--- src/rtl/irq_agg_pkg.sv ---
package irq_agg_pkg;
  localparam int REG_W          = 8;
  localparam int POS_TX_AVAIL   = 0;
  localparam int POS_EXCESS_NAK = 2;
  localparam int POS_RECON      = 3;
  localparam int POS_NEW_NID    = 6;
  localparam int POS_RX_INHIB   = 7;
  localparam int NUM_STICKY     = 3;
  localparam int STK_NAK        = 0;
  localparam int STK_RECON      = 1;
  localparam int STK_NID        = 2;

  localparam logic [REG_W-1:0] SRC_MASK =
      (REG_W'(1) << POS_TX_AVAIL)   |
      (REG_W'(1) << POS_EXCESS_NAK) |
      (REG_W'(1) << POS_RECON)      |
      (REG_W'(1) << POS_NEW_NID)    |
      (REG_W'(1) << POS_RX_INHIB);
endpackage

--- src/rtl/irq_mask_reg.sv ---
module irq_mask_reg
  import irq_agg_pkg::*;
#(
  parameter int W = REG_W,
  parameter logic [W-1:0] VALID = SRC_MASK
) (
  input  logic         clk,
  input  logic         rst,
  input  logic         soft_rst,
  input  logic         wr_en,
  input  logic [W-1:0] wr_data,
  output logic [W-1:0] mask_q
);
  always_ff @(posedge clk) begin
    if (rst || soft_rst) mask_q <= '0;
    else if (wr_en)      mask_q <= wr_data & VALID;
  end

  // software reset wins over a write
  p_soft_clear_r10: assert property (@(posedge clk) disable iff (rst)
    soft_rst |=> (mask_q == '0));
  // unused positions never hold a written 1
  p_write_filter_r1: assert property (@(posedge clk) disable iff (rst)
    (wr_en && !soft_rst) |=> ((mask_q & ~VALID) == '0));
  p_mask_hold_r1: assert property (@(posedge clk) disable iff (rst)
    (!wr_en && !soft_rst) |=> $stable(mask_q));
endmodule

--- src/rtl/irq_sticky_bank.sv ---
module irq_sticky_bank #(
  parameter int N = 3
) (
  input  logic         clk,
  input  logic         rst,
  input  logic [N-1:0] set_ev,
  input  logic [N-1:0] clr_ev,
  output logic [N-1:0] flag_q
);
  for (genvar i = 0; i < N; i++) begin : g_flag
    always_ff @(posedge clk) begin
      if (rst)            flag_q[i] <= 1'b0;
      else if (set_ev[i]) flag_q[i] <= 1'b1;
      else if (clr_ev[i]) flag_q[i] <= 1'b0;
    end

    // a set pulse leaves the flag set, even with a clear beside it
    p_set_wins_r9: assert property (@(posedge clk) disable iff (rst)
      set_ev[i] |=> flag_q[i]);
    // clear alone drops the flag
    p_clear_only_r5: assert property (@(posedge clk) disable iff (rst)
      (clr_ev[i] && !set_ev[i]) |=> !flag_q[i]);
    p_flag_hold_r7: assert property (@(posedge clk) disable iff (rst)
      (!clr_ev[i] && !set_ev[i]) |=> $stable(flag_q[i]));
  end
endmodule

--- src/rtl/irq_combine.sv ---
module irq_combine #(
  parameter int W = 8
) (
  input  logic         clk,
  input  logic         rst,
  input  logic [W-1:0] status,
  input  logic [W-1:0] mask,
  output logic         irq_q
);
  logic [W-1:0] gated;
  assign gated = status & mask;

  always_ff @(posedge clk) begin
    if (rst) irq_q <= 1'b0;
    else     irq_q <= |gated;
  end

  // the request tracks the enabled sources one cycle later
  p_irq_rise_r3: assert property (@(posedge clk) disable iff (rst)
    (|(status & mask)) |=> irq_q);
  p_irq_hidden_r4: assert property (@(posedge clk) disable iff (rst)
    ((status & mask) == '0) |=> !irq_q);
endmodule

--- src/rtl/irq_aggregator.sv ---
module irq_aggregator
  import irq_agg_pkg::*;
#(
  parameter int W = REG_W
) (
  input  logic         clk,
  input  logic         rst,
  input  logic         soft_rst,
  input  logic         mask_wr_en,
  input  logic [W-1:0] mask_wr_data,
  output logic [W-1:0] mask_rd,
  input  logic         rx_inhibit_lvl,
  input  logic         tx_avail_lvl,
  input  logic         ev_excess_nak,
  input  logic         ev_recon_timeout,
  input  logic         ev_new_next_id,
  input  logic         clr_flags_cmd,
  input  logic         por_clr_flags_cmd,
  input  logic         next_id_rd,
  output logic [W-1:0] status_word,
  output logic         irq
);
  localparam logic [W-1:0] VALID = W'(SRC_MASK);

  logic [NUM_STICKY-1:0] set_v, clr_v, flag_v;
  logic [W-1:0]          mask_q;

  always_comb begin
    set_v = '0;
    clr_v = '0;
    set_v[STK_NAK]   = ev_excess_nak;
    set_v[STK_RECON] = ev_recon_timeout;
    set_v[STK_NID]   = ev_new_next_id;
    clr_v[STK_NAK]   = por_clr_flags_cmd;
    clr_v[STK_RECON] = clr_flags_cmd;
    clr_v[STK_NID]   = next_id_rd;
  end

  irq_mask_reg #(.W(W), .VALID(VALID)) u_mask (
    .clk     (clk),
    .rst     (rst),
    .soft_rst(soft_rst),
    .wr_en   (mask_wr_en),
    .wr_data (mask_wr_data),
    .mask_q  (mask_q)
  );

  irq_sticky_bank #(.N(NUM_STICKY)) u_flags (
    .clk   (clk),
    .rst   (rst),
    .set_ev(set_v),
    .clr_ev(clr_v),
    .flag_q(flag_v)
  );

  always_comb begin
    status_word                 = '0;
    status_word[POS_TX_AVAIL]   = tx_avail_lvl;
    status_word[POS_EXCESS_NAK] = flag_v[STK_NAK];
    status_word[POS_RECON]      = flag_v[STK_RECON];
    status_word[POS_NEW_NID]    = flag_v[STK_NID];
    status_word[POS_RX_INHIB]   = rx_inhibit_lvl;
  end

  irq_combine #(.W(W)) u_comb (
    .clk   (clk),
    .rst   (rst),
    .status(status_word),
    .mask  (mask_q),
    .irq_q (irq)
  );

  assign mask_rd = mask_q;

  // software reset leaves the sticky flags alone
  p_soft_keeps_flags_r10: assert property (@(posedge clk) disable iff (rst)
    (soft_rst && set_v == '0 && clr_v == '0) |=> $stable(flag_v));
  // after a hardware reset nothing is pending
  p_hw_reset_r11: assert property (@(posedge clk)
    rst |=> (!irq && flag_v == '0 && mask_q == '0));
endmodule

--- config.mk ---
export PLATFORM = sky130hd
export DESIGN_NAME = irq_aggregator
export DESIGN_NICKNAME = d
export VERILOG_FILES = /design/src/rtl/irq_agg_pkg.sv /design/src/rtl/irq_mask_reg.sv /design/src/rtl/irq_sticky_bank.sv /design/src/rtl/irq_combine.sv /design/src/rtl/irq_aggregator.sv
export SDC_FILE = /design/constraint.sdc
export NUM_CORES = 1
export LEC_CHECK = 0
export CELL_PAD_IN_SITES_DETAIL_PLACEMENT = 0
export CELL_PAD_IN_SITES_GLOBAL_PLACEMENT = 1
export CORE_AREA = 2 2 39 41
export CTS_CLUSTER_SIZE = 25
export DETAILED_ROUTE_END_ITERATION = 12
export DIE_AREA = 0 0 41 43
export DONT_BUFFER_PORTS = 1
export HOLD_SLACK_MARGIN = 0.08
export PLACE_DENSITY = 0.71
export SLEW_MARGIN = 20
export SYNTH_ARGS = -nofsm -noshare
export SYNTH_HDL_FRONTEND = slang
export SYNTH_SLANG_ARGS = --single-unit
export TNS_END_PERCENT = 100
--- constraint.sdc ---
create_clock -name clk -period 1.2 [get_ports clk]
set_input_delay 0.12 -clock clk [delete_from_list [all_inputs] [get_ports clk]]
set_output_delay 0.12 -clock clk [all_outputs]
set_load 0.01 [all_outputs]
-- Word-level counts from Yosys, hierarchy flattened
Cells that the tools add are included.
Widths: inputs -> output; s select.
- flip-flop bits (word level): 9
- latch bits: 0
- RAM bits: 0
- ROM bits: 0
- output and inout bits: 17
- memories: 0
- add/subtract/negate cells: 0
- multipliers: 0
- divide/modulo/power cells: 0
- $lt $le $gt $ge: 0
- equality and inequality tests: 0
- shift operators: 0
- multiplexer cells: 6
- bitwise operators: 1
- reductions and logical operators: 5
- operators with widths (operator ; count):
    $and 8x8->8 ; 1
    $reduce_or 8->1 ; 1
    $mux 1 ; 6
    $reduce_bool 2->1 ; 3
    $logic_or 1x1->1 ; 1

-- Logic depth before layout (Yosys ltp)
- depth in word-level cells: 2
- mapped depth: 3
- depth with buffers taken out: 2

-- Hierarchy
From an unflattened synthesis, not the netlist that was laid out.
- cells, all modules: 44
- area total of the unflattened synthesis: 417.9 µm²
- modules (own cells, without submodules) (module ; instances ; cells an instance ; area each (µm²) ; seq. area each (µm²)):
    irq_mask_reg ; 1 ; 20 ; 212.7 ; 100.1
    irq_sticky_bank ; 1 ; 12 ; 105.1 ; 60.1
    irq_combine ; 1 ; 6 ; 58.8 ; 20.0
    irq_aggregator ; 1 ; 6 ; 41.3 ; 0.0

-- Worst setup path after synthesis
Ideal clock, no wire load.
- path kind: register -> register
- start: register u_mask.mask_q[2]
- end: register u_comb.irq_q
- library setup time: 130 ps
- arrival: 730 ps
- required time: 1070 ps
- setup slack: 340 ps
- cell stages (with the launch flop): 3
- path buffers: 0
- cells stage by stage: dfxtp_1 > a222oi_1 > a21oi_1
- longest elaborated chain between the ends: 2
- RTL lines (what ; RTL line ; RTL):
    start: declaration ; irq_mask_reg.sv:12 ; output logic [W-1:0] mask_q
    start signal: assignment ; irq_mask_reg.sv:16 ; else if (wr_en) mask_q <= wr_data & VALID;
    $and 8x8->8 ; irq_combine.sv:11 ; assign gated = status & mask;
    $reduce_or 8->1 ; irq_combine.sv:15 ; else irq_q <= |gated;
    end signal: assignment ; irq_combine.sv:15 ;
    end: declaration ; irq_combine.sv:8 ; output logic irq_q
No other way between the ends.
A chain may end at the register's enable or synchronous reset.

-- Worst setup path after layout
Ends and elaborated chain as after synthesis.

==> impl_metrics.ini <==
[clock_network]
cts_max_path_buffers = 2
cts_tree = done
cts_max_level = 1
cts_buffers = 3
clk_pin_slew_ns = 0.06
clk_latency_ns = 0.25
postCtsSetupBuffers = 0
cts_sinks = 9
cts-root-buf = clkbuf_4

[synthesis]
synth_area_sq_um = 403
yosysUniqueCellTypes = 12
syn_area_per_cell_sq_um = 9.59
synth_cells = 42
ys.warnings.count = 0
synth_seq_cells = 9
ys_seq_area_share_pct = 44.7

[min_path]
hold_depth = 2
min_path_type = in -> reg
hold_start = mask_wr_en
hold-path-endpoint = u_mask.mask_q[0]$_SDFFE_PP0P_

[floorplan]
die_width_um = 41
core_area_sq_um = 1380
rows = 14
die_area_sq_um = 1760
die_h_um = 43
ios = 37
start_util_pct = 29.1

[finish]
drive_gt1_share_pct = 5.56
antennaDiodeCount = 0
nNetsFinal = 75
area_growth_pct = 29.5

[setup_path]
path_delay_family = compound AO/OA/AOI/OAI gates
crit_arrival_ns = 1.06
critical_path_class = reg -> reg
slowest_stage = a222oi_1
startpoint_type = flip-flop
crit_chain = a222oi_1 -> a21oi_1
slowest_delay_ns = 0.36
crit_required_ns = 1.33
cp.buffers_inverters = 0
r2r_setup_slack_ns = 0.27
r2r_start = u_mask.mask_q[2]$_SDFFE_PP0P_
r2r-end = u_comb.irq_q$_SDFF_PP0_
worstSetupEndpointType = flip-flop
cp_max_fo = 3
r2r_cells = 2

[grt]
grt_pass1_wl_mm = 1.16
grt_pass1_vias = 304
overflow = 0
grt_max_degree = 10
antenna_found_initial = 0
track_usage_pct = 9.85

[route]
wl_um = 879
ant_nets = 0
dr_wl_met2_um = 476
avgRoutedWirePerCell_um = 12.6
drc = 0
drt_pre_antenna_iters = 4
dr.first_iter.drc_count = 4
viasPerCell = 4.61
vias = 323
met3WireLength_um = 82
top_layer = met3
wl_met1_um = 319

[sta]
post-route-min-period_ns = 0.934
final_max_slew_viol_count = 0
rsz0062_at_grt = no
hold_viol_final = 0
period_share_pct = 77.8
fin_tns_setup_ns = 0
clock_skew_ns = 0.00223
setup_viol = 0
fmaxAchievable_ghz = 1.07
setup_slack_ns = 0.266

[placement]
io_buffers = 0
post-place-ws_ns = 0.246
gp_congestion = 0.556

[power_and_ir_drop]
p_leak_nw = 0.224
cellPowerDensity_nw_per_um2 = 1190
ir_worst_vdd_mv = 0.412

[job]
drv_cap = 0

[status]
status = complete, no violations
per-stage QoR:
stage,total power [mW],instances,util [%],hold WS [ns],instance area [sq um]
after global placement,0.370,53,26.4,0.192,365
after floorplan,0.396,47,-,0.199,422
after detailed placement,0.371,53,26.4,0.195,365
after CTS,0.627,69,37.0,0.0828,512
after global routing,0.664,70,37.7,0.0817,522
final,0.623,70,37.7,0.0814,522
final cells by class:
type                    count  area, sq um
inverters                   3         11.3
fillers                   153          862
clock buffers               4         26.3
multi-input cells          25          154
well taps                  16         20.0
repair buffers             13          130
flip-flops and latches      9          180
how the worst max path moves through the flow:
stage,from,endpoint,cells after the start
2_1_floorplan,u_mask.mask_q[2]$_SDFFE_PP0P_,u_comb.irq_q$_SDFF_PP0_,2
3_3_place_gp,u_mask.mask_q[2]$_SDFFE_PP0P_,u_comb.irq_q$_SDFF_PP0_,2
3_5_place_dp,u_mask.mask_q[2]$_SDFFE_PP0P_,u_comb.irq_q$_SDFF_PP0_,2
4_1_cts,u_mask.mask_q[2]$_SDFFE_PP0P_,u_comb.irq_q$_SDFF_PP0_,2
5_1_grt,u_mask.mask_q[2]$_SDFFE_PP0P_,u_comb.irq_q$_SDFF_PP0_,2
6_report,u_mask.mask_q[2]$_SDFFE_PP0P_,u_comb.irq_q$_SDFF_PP0_,2
synth_stat cells:
| cell | instances | area share, % |
|---|---|---|
| a21oi_1 | 4 | 5.0 |
| a222oi_1 | 1 | 2.5 |
| a22oi_1 | 1 | 1.9 |
| buf_2 | 1 | 1.2 |
| buf_4 | 8 | 15 |
| buf_6 | 1 | 2.8 |
| conb_1 | 1 | 0.93 |
| dfxtp_1 | 9 | 45 |
| inv_1 | 3 | 2.8 |
| mux2i_1 | 5 | 12 |
| nand2b_1 | 3 | 4.7 |
| nor3_1 | 5 | 6.2 |
what timing repair did:
action / 4_1_cts / 5_1_grt
endpoints found under the hold margin: 9 / 1
hold buffers: 12 / 1
gates resized for setup: 0 / 0
power breakdown:
part	switching [mW]	internal, mW	total [mW]
combinational	0.0299	0.0441	0.0740
clock	0.0914	0.127	0.219
sequential	0.0179	0.313	0.331
sequential cells by signal, summed over array words and instances (netlist names):
signal and cells:
u_mask.mask_q 5, u_comb.irq_q 1, u_flags.flag_q 3
cells in the final DEF (no fill, tap or decap):
cell type,count
mux2i_1,5
nor3_1,5
nand2b_1,3
inv_1,3
conb_1,6
a22oi_1,1
a222oi_1,1
dfxtp_1,9
clkbuf_1,1
a21oi_1,4
clkbuf_4,3
dlygate4sd3_1,13
metal layers:
layer | vias up | track usage (%)
met3 | 0 | 3.14
li1 | 153 | -
met1 | 153 | 10.0
met4 | 0 | 6.00
met5 | - | 0
met2 | 17 | 16.3
logic make-up (layout without fill, tap and decap cells):
logic type / after synthesis / count (layout) / share of synthesized area, %
simple gates: 8 / 8 / 10.9
buf+inv: 13 / 20 / 21.7
compound gates: 6 / 6 / 9.32
mux: 5 / 5 / 12.4
flops: 9 / 9 / 44.7
other cells: 1 / 6 / 0.931
(Power assumes the default switching activity.)
